<file path="src/rtl/spi_pp_seq.sv">
module spi_pp_seq #(
  parameter int NDEV = 4,
  parameter int DIV  = 2,
  parameter int GAP  = 2,
  parameter int PAGE = 256,
  localparam int DW  = (NDEV > 1) ? $clog2(NDEV) : 1,
  localparam int NW  = $clog2(PAGE + 1),
  localparam int IW  = $clog2(PAGE),
  localparam int TW  = $clog2(((DIV > GAP) ? DIV : GAP) + 1)
) (
  input  logic            clk,
  input  logic            rst_n,
  input  logic            start,
  input  logic [DW-1:0]   dev,
  input  logic [23:0]     addr,
  input  logic [NW-1:0]   len,
  input  logic [7:0]      pay_din,
  output logic [IW-1:0]   pay_idx,
  output logic            sclk,
  output logic            mosi,
  input  logic            miso,
  output logic [NDEV-1:0] cs_n,
  output logic            busy,
  output logic            done,
  output logic            error
);
  typedef enum logic [1:0] {S_IDLE, S_GAP, S_LO, S_HI} st_t;
  localparam logic [1:0] P_RS1 = 2'd0, P_WEN = 2'd1, P_RS2 = 2'd2, P_PP = 2'd3;

  st_t            st;
  logic [TW-1:0]  tcnt;
  logic [1:0]     ph;
  logic [NW:0]    bi, nb, tlen, pm, sum;
  logic [2:0]     bitc;
  logic [7:0]     sh, rx, nbyte, fbyte;
  logic [DW-1:0]  dsel;
  logic [23:0]    a_q;
  logic [NW-1:0]  n_q;
  logic [NDEV-1:0] csr;
  logic           sclk_r, done_r, err_r, last, req_ok;

  assign nb      = bi + 1'b1;
  assign pm      = bi - (NW+1)'(3);
  assign pay_idx = pm[IW-1:0];
  assign sum     = (NW+1)'(addr[IW-1:0]) + (NW+1)'(len);
  assign req_ok  = (len != '0) && ((NW+1)'(len) <= (NW+1)'(PAGE)) &&
                   (sum <= (NW+1)'(PAGE)) && (int'(dev) < NDEV);

  always_comb begin
    case (ph)
      P_WEN:   tlen = (NW+1)'(1);
      P_PP:    tlen = (NW+1)'(n_q) + (NW+1)'(4);
      default: tlen = (NW+1)'(2);
    endcase
  end
  assign last = (nb == tlen);

  always_comb begin
    case (ph)
      P_WEN:   fbyte = 8'h06;
      P_PP:    fbyte = 8'h02;
      default: fbyte = 8'h05;
    endcase
  end

  always_comb begin
    nbyte = 8'h00;
    if (ph == P_PP) begin
      case (nb)
        (NW+1)'(1): nbyte = a_q[23:16];
        (NW+1)'(2): nbyte = a_q[15:8];
        (NW+1)'(3): nbyte = a_q[7:0];
        default:    nbyte = pay_din;
      endcase
    end
  end

  always_ff @(posedge clk or negedge rst_n) begin
    if (!rst_n) begin
      st <= S_IDLE; tcnt <= '0; ph <= P_RS1; bi <= '0; bitc <= '0;
      sh <= '0; rx <= '0; dsel <= '0; a_q <= '0; n_q <= '0;
      csr <= '1; sclk_r <= 1'b0; done_r <= 1'b0; err_r <= 1'b0;
    end else begin
      done_r <= 1'b0;
      err_r  <= 1'b0;
      case (st)
        S_IDLE: if (start) begin
          if (req_ok) begin
            dsel <= dev; a_q <= addr; n_q <= len;
            ph <= P_RS1; tcnt <= '0; st <= S_GAP;
          end else begin
            done_r <= 1'b1; err_r <= 1'b1;
          end
        end
        S_GAP: begin
          tcnt <= tcnt + 1'b1;
          if (tcnt == TW'(GAP - 1)) begin
            tcnt <= '0; bi <= '0; bitc <= '0; sh <= fbyte;
            csr  <= ~(NDEV'(1) << dsel);
            st   <= S_LO;
          end
        end
        S_LO: begin
          tcnt <= tcnt + 1'b1;
          if (tcnt == TW'(DIV - 1)) begin
            tcnt <= '0; sclk_r <= 1'b1; rx <= {rx[6:0], miso}; st <= S_HI;
          end
        end
        S_HI: begin
          tcnt <= tcnt + 1'b1;
          if (tcnt == TW'(DIV - 1)) begin
            tcnt   <= '0;
            sclk_r <= 1'b0;
            st     <= S_LO;
            if (bitc == 3'd7) begin
              bitc <= '0;
              if (last) begin
                csr <= '1;
                if ((ph == P_RS2 && !rx[1]) || ph == P_PP) begin
                  st <= S_IDLE; done_r <= 1'b1; err_r <= (ph == P_RS2);
                end else begin
                  ph <= ph + 1'b1; st <= S_GAP;
                end
              end else begin
                bi <= nb; sh <= nbyte;
              end
            end else begin
              bitc <= bitc + 1'b1;
              sh   <= {sh[6:0], 1'b0};
            end
          end
        end
        default: st <= S_IDLE;
      endcase
    end
  end

  assign sclk  = sclk_r;
  assign mosi  = sh[7];
  assign cs_n  = csr;
  assign busy  = (st != S_IDLE);
  assign done  = done_r;
  assign error = err_r;
endmodule

</file>
<file path="config.mk">
export PLATFORM = sky130hd
export DESIGN_NAME = spi_pp_seq
export DESIGN_NICKNAME = d
export VERILOG_FILES = /design/src/rtl/spi_pp_seq.sv
export SDC_FILE = /design/constraint.sdc
export NUM_CORES = 1
export LEC_CHECK = 0
export BUFFER_PORTS_ARGS = -buffer_cell sky130_fd_sc_hd__clkbuf_2
export CORE_UTILIZATION = 35
export DETAILED_ROUTE_END_ITERATION = 8
export PLACE_DENSITY_LB_ADDON = 0.2
export SLEW_MARGIN = 20
export SYNTH_ARGS = -nofsm -noshare
export SYNTH_HDL_FRONTEND = slang
export SYNTH_SLANG_ARGS = --single-unit
export TNS_END_PERCENT = 30
</file>
<file path="constraint.sdc">
create_clock -name clk -period 2.9 [get_ports clk]
set_clock_uncertainty 0.05 [all_clocks]
set_input_delay 0.58 -clock clk [delete_from_list [all_inputs] [get_ports clk]]
set_output_delay 0.58 -clock clk [all_outputs]
set_load 0.01 [all_outputs]
</file>
==> run metrics <==
status=complete, but fails checks; violated checks=negative setup slack; total track usage=0.194; worst slack at placement=-0.575 ns; setup repair after global routing missed its margin=yes; area of the mapped netlist=4540 um2; largest net degree at the start of global routing=72; Worst R2R Path Depth=10; Hold WC Path Type=in2async; Yosys top cell area share=0.369; Num CTS Buffers=9; end of the critical path=a_q[20]; Vias=4106; Worst R2R Start=bi[1]; drt pass-1 iters=4; Non-Filler Instances=773; max_slew headroom=0.385; Post-CTS Hold Fix Bufs=0; final worst setup slack=-0.303 ns; overall power=2.25 mW; fill count=1232; count leader, synth=dfrtp_1; FP Rows=41; Crit path max-delay family=compound AO/OA/AOI/OAI gates; Slew Limit Fails=0; Peak Freq=312 MHz; area delta synth->final=35.9%; Buffers on Ports=63; Post-synth EDFFs=0; IO Pins=64; cell depth of the worst setup path=13; Leakage=2.91 nW; Root Driver=clkbuf_16; Crit-path slowest cell=a2111oi_2; most frequently used flop master after synthesis=dfrtp_1; Clock Tree Buf Depth=2; Post-Route WL=12500 um; die area=13400 um2; Max Cap Violations=0; Placed Area=5560 um2; crit start category=input port; Num Clock Sinks=71; final period utilization=1.10; antenna violations before repair=0; nets@finish=668; WP data arrival=3.37 ns; GPL Wtd Cong=0.850; syn_nets=543; CTS tree=done; Worst path max stage delay=0.40 ns; Final Hold Fails=0; synth cell count leaders=67 x dfrtp_1, 38 x nand3_1, 36 x mux2_1; Crit Path Max Fanout=7; synthesized instance count=471; fraction of registers with async set/reset=1.00; FF+latch count, synth=71; Final Instance Area=6170 um2; sequential fraction of the synthesis area=0.392; DRC errors left=0; clk slew on worst S/H paths=0.06 ns; Avg Synthesized Cell Area=9.64 um2; placed cells=744; layout cells sized above 1=0.354; CORE AREA=12600 um2; die width=116 um; worst slew pin tran=0.923 ns; post-DP HPWL=9180 um; vias in the first global route=4153; top cells by area, synth=dfrtp_1 37%, mux2_1 8.9%, ha_1 6.6%; crit path time final=3.20 ns; sum of negative setup slack=-11.31 ns; FF-to-FF End=sh[7]; DRT iter0 DRCs=228; # diodes=0; Hold Worst Slack=0.307 ns; Critical Path, Cell by Cell=buf_8 > ha_4 > fa_2 > a21o_1 > a221oi_2 > xnor2_1 > a2111oi_2 > buf_4 > a21oi_4 > nor2_4 > nand3_4 > clkbuf_16 > mux2_4; WL/cell=16.2 um; CP startpoint=addr[0]; worst-skew pair later-pin latency=0.34 ns; crit end category=register; Distinct cells, synth=62; WP buf/inv=3; first-pass GRT wire length=20200 um; post-layout util=0.489; DRT antenna net count=0; Ys Warns=0; peak supply drop=289 uV; Initial Util=0.360; H-tree depth=3; die height=116 um; Cell Pwr Density=364 nW/um2; final setup fails=43; Synth area leader=dfrtp_1; kind of critical path=in2reg; Avg Vias per Cell=5.31; worst reg2reg setup slack=0.08 ns; WP data required=3.07 ns; total grt overflow=0
## cell type report
class	instances	area [um2]	share of cell area
clock buffers	11	233	0.0377
clock inverters	5	33.8	0.00548
inverters	12	45.0	0.00730
multi-input cells	361	2840	0.461
flip-flops and latches	71	1780	0.289
well taps	172	215	0.0349
repair buffers	141	1020	0.165
## report_power, final
group / switching, mW / total [mW] / internal, mW
Clock: 0.430 / 1.01 / 0.579
Combinational: 0.114 / 0.245 / 0.131
Sequential: 0.000804 / 0.993 / 0.993
Total: 0.545 / 2.25 / 1.70
## flip-flops by register name, indices dropped and copies added, names as in the netlist
signal / flops
a_q: 24
bi: 10
n_q: 9
sh: 8
cs_n: 4
bitc: 3
dsel: 2
ph: 2
rx: 2
st: 2
tcnt: 2
done: 1
error: 1
sclk: 1
## cells in the final DEF (no fill, tap or decap), types with 4 or more instances in the layout
master     netlist  final
inv_1           11     11
buf_6            1      4
o22ai_1          5      5
clkbuf_16        0     11
mux2i_1          4      4
dfrtp_1         67     67
nor2_1          23     22
nor4_1           6      6
mux2_1          36      4
and3_1           9      8
a21o_1           5      5
a221oi_1         7      6
nand3_1         38     37
ha_1            24     20
nand2b_1         4      4
o21ai_0         13     12
nand2_1         30     30
a31oi_1         12     12
o21a_1           5      5
or4_1            4      4
dfstp_2          4      4
xnor2_1         12     11
buf_4            0     70
nor3_1          18     17
clkbuf_2         0     60
xor2_1           9      9
mux2_4           0     32
nor2b_1          4      4
a21oi_1         19     17
o21ai_1         14     14
nand3b_1         4      4
a211o_1          4      4
nand4_1          4      4
## worst min-delay path by stage
stage / cells after the start / slack, ns / to
after detailed placement: 2 / 0.42 / sh[5]
after floorplan: 0 / 0.23 / a_q[0]
after global placement: 2 / 0.42 / sh[6]
after CTS: 1 / 0.37 / n_q[7]
final: 1 / 0.31 / n_q[7]
after global routing: 1 / 0.41 / bi[7]
## repair_timing
action / CTS / global route
setup endpoints to repair: 49 / 61
buffers inserted: 9 / 3
pin swaps: 17 / 14
cloned: 2 / 2
resized for setup: 15 / 36
## worst reg2reg max path: cells and delay by family (launching register included)
kind / cells / cell delay, ns
and+or+nand+nor: 4 / 1.08
AOI/OAI and AO/OA: 3 / 0.57
DFF: 1 / 0.43
buffers and inverters: 2 / 0.41
muxes: 1 / 0.23
## per-layer routing
metal	wire length, um	share of wire	GRT usage
met5	0	0	0
met4	189	0.015	0.0624
met3	414	0.033	0.0377
met2	5980	0.48	0.327
met1	5940	0.47	0.251
## cells by family (layout without fill, tap and decap cells)
family	after synthesis	in the layout	synth area share
flip-flops	71	71	0.392
XOR/XNOR	23	23	0.0504
multiplexers	43	43	0.106
AND/OR/NAND/NOR	157	157	0.179
adder cells (fa/ha/maj)	25	25	0.0705
buffers and inverters	39	169	0.0358
AO/OA/AOI/OAI	113	113	0.167
Power figures use the tool's default switching activity.
